--- config.mk ---
export PLATFORM = sky130hd
export DESIGN_NAME = trng_ctrl_regs
export DESIGN_NICKNAME = d
export VERILOG_FILES = /design/src/rtl/trng_cfg_pkg.sv /design/src/rtl/trng_cfg_wr_check.sv /design/src/rtl/trng_cfg_field.sv /design/src/rtl/trng_cfg_core.sv /design/src/rtl/trng_cfg_rdmux.sv /design/src/rtl/trng_ctrl_regs.sv
export SDC_FILE = /design/constraint.sdc
export NUM_CORES = 1
export LEC_CHECK = 0
export BUFFER_PORTS_ARGS = -buffer_cell sky130_fd_sc_hd__buf_2
export CAP_MARGIN = 20
export CORE_MARGIN = 2
export CORE_UTILIZATION = 35
export CTS_CLUSTER_DIAMETER = 150
export CTS_CLUSTER_SIZE = 24
export DETAILED_ROUTE_END_ITERATION = 10
export PLACE_DENSITY = 0.71
export SLEW_MARGIN = 20
export SYNTH_ARGS = -nofsm -noshare
export SYNTH_HDL_FRONTEND = slang
export SYNTH_HIERARCHICAL = 1
export SYNTH_SLANG_ARGS = --single-unit
--- constraint.sdc ---
create_clock -name clk -period 2.2 [get_ports clk]
set_input_delay 0.22 -clock clk [delete_from_list [all_inputs] [get_ports clk]]
set_output_delay 0.22 -clock clk [all_outputs]
set_load 0.02 [all_outputs]
--- src/rtl/trng_cfg_pkg.sv ---
package trng_cfg_pkg;
  localparam int ADDR_W = 3;
  localparam int DATA_W = 32;

  localparam logic [ADDR_W-1:0] OFS_CTRL      = 3'd0;
  localparam logic [ADDR_W-1:0] OFS_PKR_RANGE = 3'd1;
  localparam logic [ADDR_W-1:0] OFS_PKR_ALIAS = 3'd2;
  localparam logic [ADDR_W-1:0] OFS_SEED      = 3'd3;
  localparam logic [ADDR_W-1:0] OFS_SPB_ALIAS = 3'd4;
  localparam logic [ADDR_W-1:0] OFS_FRQ_MIN   = 3'd5;
  localparam logic [ADDR_W-1:0] OFS_FRQ_ALIAS = 3'd6;

  // bit positions that software decodes
  localparam int PROG_BIT    = 16;
  localparam int ERR_BIT     = 8;
  localparam int FRQ_OFF_BIT = 20;
  localparam int DLY_LSB     = 16;
  localparam int DLY_W       = 16;
  localparam int SSZ_W       = 16;

  // index of each plain limit register in the write-enable vector
  localparam int LIM_PRNG = 0;
  localparam int LIM_PMAX = 1;
  localparam int LIM_SPB  = 2;
  localparam int LIM_FMIN = 3;
  localparam int LIM_FMAX = 4;
  localparam int NUM_LIM  = 5;

  typedef enum logic [1:0] {
    SMP_VN_BOTH  = 2'd0,
    SMP_RAW_BOTH = 2'd1,
    SMP_VN_SHIFT = 2'd2,
    SMP_ILLEGAL  = 2'd3
  } samp_mode_e;

  function automatic logic [ADDR_W-1:0] lim_ofs(input int idx);
    case (idx)
      LIM_PRNG: lim_ofs = OFS_PKR_RANGE;
      LIM_PMAX: lim_ofs = OFS_PKR_ALIAS;
      LIM_SPB:  lim_ofs = OFS_SPB_ALIAS;
      LIM_FMIN: lim_ofs = OFS_FRQ_MIN;
      default:  lim_ofs = OFS_FRQ_ALIAS;
    endcase
  endfunction
endpackage

--- src/rtl/trng_cfg_wr_check.sv ---
module trng_cfg_wr_check
  import trng_cfg_pkg::*;
#(
  parameter int EDLY_MIN = 3200,
  parameter int EDLY_MAX = 12800
) (
  input  logic              wr_en,
  input  logic [ADDR_W-1:0] wr_addr,
  input  logic [1:0]        ctl_mode,
  input  logic              ctl_clr,
  input  logic [DLY_W-1:0]  dly,
  input  logic              prog,
  output logic              ctrl_we,
  output logic              seed_we,
  output logic [NUM_LIM-1:0] lim_we,
  output logic              err_set,
  output logic              err_clr
);
  localparam logic [DLY_W-1:0] DLY_LO = DLY_W'(EDLY_MIN);
  localparam logic [DLY_W-1:0] DLY_HI = DLY_W'(EDLY_MAX);

  logic hit_ctrl, hit_seed, mode_bad, dly_bad;

  always_comb begin
    hit_ctrl = wr_en && (wr_addr == OFS_CTRL);
    hit_seed = wr_en && prog && (wr_addr == OFS_SEED);
    mode_bad = hit_ctrl && (samp_mode_e'(ctl_mode) == SMP_ILLEGAL);
    dly_bad  = hit_seed && ((dly < DLY_LO) || (dly > DLY_HI));
    ctrl_we  = hit_ctrl && !mode_bad;
    seed_we  = hit_seed && !dly_bad;
    err_set  = mode_bad || dly_bad;
    err_clr  = ctrl_we && ctl_clr;
  end

  for (genvar i = 0; i < NUM_LIM; i++) begin : g_lim_we
    assign lim_we[i] = wr_en && prog && (wr_addr == lim_ofs(i));
  end
endmodule

--- src/rtl/trng_cfg_field.sv ---
module trng_cfg_field #(
  parameter int W = 16,
  parameter logic [W-1:0] RST_VAL = '0
) (
  input  logic         clk,
  input  logic         rst,
  input  logic         we,
  input  logic [W-1:0] d,
  output logic [W-1:0] q
);
  always_ff @(posedge clk) begin
    if (rst)     q <= RST_VAL;
    else if (we) q <= d;
  end
endmodule

--- src/rtl/trng_cfg_core.sv ---
module trng_cfg_core
  import trng_cfg_pkg::*;
#(
  parameter int EDLY_RST = 3200
) (
  input  logic             clk,
  input  logic             rst,
  input  logic             ctrl_we,
  input  logic             seed_we,
  input  logic             err_set,
  input  logic             err_clr,
  input  logic             wd_prog,
  input  logic [1:0]       wd_mode,
  input  logic [DLY_W-1:0] wd_dly,
  input  logic [SSZ_W-1:0] wd_ssz,
  output logic             prog_q,
  output samp_mode_e       mode_q,
  output logic             err_q,
  output logic [DLY_W-1:0] dly_q,
  output logic [SSZ_W-1:0] ssz_q
);
  always_ff @(posedge clk) begin
    if (rst) begin
      prog_q <= 1'b1;
      mode_q <= SMP_VN_BOTH;
    end else if (ctrl_we) begin
      prog_q <= wd_prog;
      mode_q <= samp_mode_e'(wd_mode);
    end
  end

  always_ff @(posedge clk) begin
    if (rst) begin
      dly_q <= DLY_W'(EDLY_RST);
      ssz_q <= '0;
    end else if (seed_we) begin
      dly_q <= wd_dly;
      ssz_q <= wd_ssz;
    end
  end

  // set has priority over clear
  always_ff @(posedge clk) begin
    if (rst)          err_q <= 1'b0;
    else if (err_set) err_q <= 1'b1;
    else if (err_clr) err_q <= 1'b0;
  end
endmodule

--- src/rtl/trng_cfg_rdmux.sv ---
module trng_cfg_rdmux
  import trng_cfg_pkg::*;
#(
  parameter int RNG_W = 16,
  parameter int PKR_W = 24,
  parameter int SPB_W = 16,
  parameter int TOT_W = 24,
  parameter int FRQ_W = 20
) (
  input  logic              clk,
  input  logic              rst,
  input  logic              rd_en,
  input  logic [ADDR_W-1:0] rd_addr,
  input  logic              prog,
  input  samp_mode_e        mode,
  input  logic              err,
  input  logic [DLY_W-1:0]  dly,
  input  logic [SSZ_W-1:0]  ssz,
  input  logic [RNG_W-1:0]  pkr_range,
  input  logic [PKR_W-1:0]  pkr_max,
  input  logic [SPB_W-1:0]  spb_lim,
  input  logic [FRQ_W-1:0]  frq_min,
  input  logic [FRQ_W-1:0]  frq_max,
  input  logic              frq_off,
  input  logic [PKR_W-1:0]  m_pkr_sq,
  input  logic [TOT_W-1:0]  m_total,
  input  logic [FRQ_W-1:0]  m_frq,
  output logic [DATA_W-1:0] rdata,
  output logic              rd_valid
);
  logic [DATA_W-1:0] sel;
  logic [DATA_W-1:0] ctrl_word, frq_word;

  always_comb begin
    ctrl_word = '0;
    ctrl_word[PROG_BIT] = prog;
    ctrl_word[ERR_BIT]  = err;
    ctrl_word[1:0]      = mode;
    frq_word = DATA_W'(frq_max);
    frq_word[FRQ_OFF_BIT] = frq_off;
    case (rd_addr)
      OFS_CTRL:      sel = ctrl_word;
      OFS_PKR_RANGE: sel = DATA_W'(pkr_range);
      OFS_PKR_ALIAS: sel = prog ? DATA_W'(pkr_max) : DATA_W'(m_pkr_sq);
      OFS_SEED:      sel = {dly, ssz};
      OFS_SPB_ALIAS: sel = prog ? DATA_W'(spb_lim) : DATA_W'(m_total);
      OFS_FRQ_MIN:   sel = DATA_W'(frq_min);
      OFS_FRQ_ALIAS: sel = prog ? frq_word : DATA_W'(m_frq);
      default:       sel = '0;
    endcase
  end

  always_ff @(posedge clk) begin
    if (rst) begin
      rd_valid <= 1'b0;
      rdata    <= '0;
    end else begin
      rd_valid <= rd_en;
      if (rd_en) rdata <= sel;
    end
  end
endmodule

--- src/rtl/trng_ctrl_regs.sv ---
module trng_ctrl_regs
  import trng_cfg_pkg::*;
#(
  parameter int RNG_W    = 16,
  parameter int PKR_W    = 24,
  parameter int SPB_W    = 16,
  parameter int TOT_W    = 24,
  parameter int FRQ_W    = 20,
  parameter int EDLY_MIN = 3200,
  parameter int EDLY_MAX = 12800,
  parameter int EDLY_RST = 3200
) (
  input  logic              clk,
  input  logic              rst,
  input  logic              wr_en,
  input  logic [2:0]        wr_addr,
  input  logic [31:0]       wdata,
  input  logic              rd_en,
  input  logic [2:0]        rd_addr,
  output logic [31:0]       rdata,
  output logic              rd_valid,
  input  logic [PKR_W-1:0]  meas_poker_sq,
  input  logic [TOT_W-1:0]  meas_total_samp,
  input  logic [FRQ_W-1:0]  meas_frq_cnt,
  output logic              cfg_prog_mode,
  output logic [1:0]        cfg_samp_mode,
  output logic [15:0]       cfg_ent_dly,
  output logic [15:0]       cfg_samp_size,
  output logic [RNG_W-1:0]  cfg_pkr_range,
  output logic [PKR_W-1:0]  cfg_pkr_max,
  output logic [SPB_W-1:0]  cfg_sparse_lim,
  output logic [FRQ_W-1:0]  cfg_frq_min,
  output logic [FRQ_W-1:0]  cfg_frq_max,
  output logic              cfg_frq_chk_off,
  output logic              cfg_err
);
  localparam int FMX_W = FRQ_W + 1;

  logic               ctrl_we, seed_we, err_set, err_clr;
  logic [NUM_LIM-1:0] lim_we;
  samp_mode_e         mode_q;
  logic [FMX_W-1:0]   fmax_q;

  trng_cfg_wr_check #(.EDLY_MIN(EDLY_MIN), .EDLY_MAX(EDLY_MAX)) u_wr_check (
    .wr_en    (wr_en),
    .wr_addr  (wr_addr),
    .ctl_mode (wdata[1:0]),
    .ctl_clr  (wdata[ERR_BIT]),
    .dly      (wdata[DLY_LSB +: DLY_W]),
    .prog     (cfg_prog_mode),
    .ctrl_we  (ctrl_we),
    .seed_we  (seed_we),
    .lim_we   (lim_we),
    .err_set  (err_set),
    .err_clr  (err_clr)
  );

  trng_cfg_core #(.EDLY_RST(EDLY_RST)) u_core (
    .clk     (clk),
    .rst     (rst),
    .ctrl_we (ctrl_we),
    .seed_we (seed_we),
    .err_set (err_set),
    .err_clr (err_clr),
    .wd_prog (wdata[PROG_BIT]),
    .wd_mode (wdata[1:0]),
    .wd_dly  (wdata[DLY_LSB +: DLY_W]),
    .wd_ssz  (wdata[SSZ_W-1:0]),
    .prog_q  (cfg_prog_mode),
    .mode_q  (mode_q),
    .err_q   (cfg_err),
    .dly_q   (cfg_ent_dly),
    .ssz_q   (cfg_samp_size)
  );

  assign cfg_samp_mode = mode_q;

  trng_cfg_field #(.W(RNG_W)) u_f_prng (
    .clk(clk), .rst(rst), .we(lim_we[LIM_PRNG]),
    .d(wdata[RNG_W-1:0]), .q(cfg_pkr_range));

  trng_cfg_field #(.W(PKR_W)) u_f_pmax (
    .clk(clk), .rst(rst), .we(lim_we[LIM_PMAX]),
    .d(wdata[PKR_W-1:0]), .q(cfg_pkr_max));

  trng_cfg_field #(.W(SPB_W)) u_f_spb (
    .clk(clk), .rst(rst), .we(lim_we[LIM_SPB]),
    .d(wdata[SPB_W-1:0]), .q(cfg_sparse_lim));

  trng_cfg_field #(.W(FRQ_W)) u_f_fmin (
    .clk(clk), .rst(rst), .we(lim_we[LIM_FMIN]),
    .d(wdata[FRQ_W-1:0]), .q(cfg_frq_min));

  trng_cfg_field #(.W(FMX_W)) u_f_fmax (
    .clk(clk), .rst(rst), .we(lim_we[LIM_FMAX]),
    .d({wdata[FRQ_OFF_BIT], wdata[FRQ_W-1:0]}), .q(fmax_q));

  assign cfg_frq_max     = fmax_q[FRQ_W-1:0];
  assign cfg_frq_chk_off = fmax_q[FRQ_W];

  trng_cfg_rdmux #(
    .RNG_W(RNG_W), .PKR_W(PKR_W), .SPB_W(SPB_W), .TOT_W(TOT_W), .FRQ_W(FRQ_W)
  ) u_rdmux (
    .clk       (clk),
    .rst       (rst),
    .rd_en     (rd_en),
    .rd_addr   (rd_addr),
    .prog      (cfg_prog_mode),
    .mode      (mode_q),
    .err       (cfg_err),
    .dly       (cfg_ent_dly),
    .ssz       (cfg_samp_size),
    .pkr_range (cfg_pkr_range),
    .pkr_max   (cfg_pkr_max),
    .spb_lim   (cfg_sparse_lim),
    .frq_min   (cfg_frq_min),
    .frq_max   (cfg_frq_max),
    .frq_off   (cfg_frq_chk_off),
    .m_pkr_sq  (meas_poker_sq),
    .m_total   (meas_total_samp),
    .m_frq     (meas_frq_cnt),
    .rdata     (rdata),
    .rd_valid  (rd_valid)
  );
endmodule

==> out/qor.yml <==
totalWireLength_mm: 28.0
synth_cell_types: 59
maxSlewHeadroom_pct: 44.0
top_layer_used: "met4"
place_congestion: 0.852
holdWs_ns: 0.0582
synth_top_area_share_pct: 42.4
clkLatencyLatePin_ns: 0.43
h-tree-depth: 4
grt_use_total_pct: 23.1
utilization_pct: 45.6
worstSetupEndpointType: "flop"
fp.dieH_um: 154
skew_ns: 0.00919
tns_ns: 0
hold_path_class: "primary input to flop"
areaGrowthSynthToFinish_pct: 27.4
synth.largest_area_cell: "dfxtp_1"
cts_resized: 0
vias: 7211
avgSynthCellArea_um2: 9.89
status: "finished, final reports clean"
ant_nets: 0
synth_ff_type: "dfxtp_1"
critical_path_class: "flop to flop"
clk_pin_slew_ns: 0.06
period_share_pct: 88.4
synth_common_cells: "mux2i_1, dfxtp_1, nor2_1"
synth.most_common_cell: "mux2i_1"
cts.sinks: 166
portBuffers: 275
antenna_cells: 0
hold_viol: 0
wl_met3_mm: 1.88
yosysSeqAreaShare_pct: 42.4
hold_buffers: 0
die-area_um2: 23600
synth_nets: 902
worstMarginPinSlew_ns: 0.839
crit_required_ns: 2.49
start_util_pct: 35.8
grt_overflow_total: 0
async_flop_share_pct: 0
fmax_mhz: 514
synth_area_um2: 7830
ios: 276
rsz0062_at_grt: "no"
cts_tree: "built"
drt-initial-drc-count: 456
drcViolationCount: 0
grt_pass1_vias: 6954
final.min_clock_period_ns: 1.95
cts_buffer_depth: 2
yosysWarnings: 6
synth_cells: 792
cts_root_buffer: "clkbuf_16"
wl_per_cell_um: 20.8
wl_met2_mm: 13.4
post-dp-hpwl_mm: 19.9
rows: 54
nNetsFinal: 1168
drt-pass1-iter-count: 5
ys_top_cells_by_area: "dfxtp_1, mux2i_1, nor2_1, mux4_2, buf_12"
setup_viol: 0
viasPerCell: 5.35
core_um2: 21900
wl_met1_mm: 12.4
synth_edf_count: 0
drv_slew: 0
ir_worst_vdd_mv: 0.460
p_total_uw: 6640
max_cap_viol_count: 0
cts_made_buffers: 17
ys_seq_elements: 166
powerDensity_nw_per_um2: 666
die_width_um: 154
drive_gt1_share_pct: 34.1
startpoint_type: "flop"
arrival_ns: 2.24
cts_setup_buffers: 0
cp_max_fo: 23
grt_antenna_before_repair: 0
leakage_uw: 0.00438
grt_max_degree: 69
grt_pass1_wl_mm: 42.1
-- worst max-delay path: stages (launching register included) --
cell and delay [ns]:
dfxtp_4 0.49, nand3b_1 0.23, or2_2 0.39, nor2b_4 0.18
buf_12 0.22, mux2i_1 0.24, nor2_1 0.05
-- stage by stage --
stage               cells  setup slack (ns)  instance area [µm²]
floorplan             792             0.426                 7830
global placement     1319            0.0580                 9460
detailed placement   1319            0.0101                 9460
CTS                  1348             0.253                 9980
global route         1348             0.181                 9980
finish               1348             0.254                 9980
-- routing by layer --
layer / global-route usage (%) / vias up
met5: 0 / -
li1: - / 3357
met3: 5.21 / 26
met4: 5.90 / 0
met2: 38.6 / 313
met1: 30.2 / 3515
-- layout by cell type (no fill, tap or decap), types with 3 or more instances in the layout --
cell and instances:
buf_2 274, mux2i_1 183, dfxtp_1 165, nor2_1 142
nand2_1 31, buf_4 30, a21oi_1 25, clkbuf_16 17
nor2b_1 15, o22ai_1 14, nand3_1 14, nor3_1 9
nand2b_1 8, o31ai_1 8, a221oi_1 8, a211oi_1 8
buf_12 7, mux4_2 7, inv_1 6, nand3b_1 6
a22oi_1 6, o2bb2ai_1 6, a22o_1 5, clkinv_2 4
a211o_1 4, o32ai_1 4, clkinvlp_4 3, or3b_1 3
mux2_2 3, a31oi_1 3, nor2_4 3
-- state kept, by name, indices dropped and copies added (netlist names) --
name              count
u_f_fmin/q           20
u_core/mode_q         2
u_rdmux/rd_valid      1
u_core/prog_q         1
u_f_fmax/q           21
u_core/ssz_q         16
u_f_spb/q            16
u_f_pmax/q           24
u_f_prng/q           16
u_core/err_q          1
u_core/dly_q         16
u_rdmux/rdata        32
-- kinds of logic after synthesis --
| family | share of synthesized area [%] |
|---|---|
| simple gates | 14.2 |
| compound gates | 10.7 |
| buf+inv | 6.84 |
| flops | 42.4 |
| mux | 25.8 |
-- path summary, 6_finish.rpt --
check	cells past startpoint	start	to	slack, ns
setup reg to reg	6	u_core/prog_q	u_core/dly_q[1]	0.25
setup / recovery	6	u_core/prog_q	u_core/dly_q[1]	0.25
hold reg to reg	2	u_rdmux/rdata[9]	u_rdmux/rdata[9]	0.46
hold / removal	2	wdata[26]	u_core/dly_q[10]	0.06
-- report_power, final --
| group | switching [µW] | internal [µW] | total (µW) | leakage, µW |
|---|---|---|---|---|
| clock network | 1230 | 1560 | 2790 | 0.000254 |
| registers | 40.8 | 3060 | 3100 | 0.00134 |
| logic | 468 | 289 | 757 | 0.00279 |
| total | 1740 | 4910 | 6640 | 0.00438 |
-- final cells by class --
class / instances / area, µm²
Clock buffer: 20 / 447
Clock inverter: 9 / 81.3
Timing Repair Buffer: 311 / 1740
Fill cell: 2121 / 11900
Sequential cell: 166 / 3330
Multi-Input combinational cell: 556 / 4020
Tap cell: 280 / 350
Inverter: 6 / 22.5
Power figures use the tool's default switching activity.
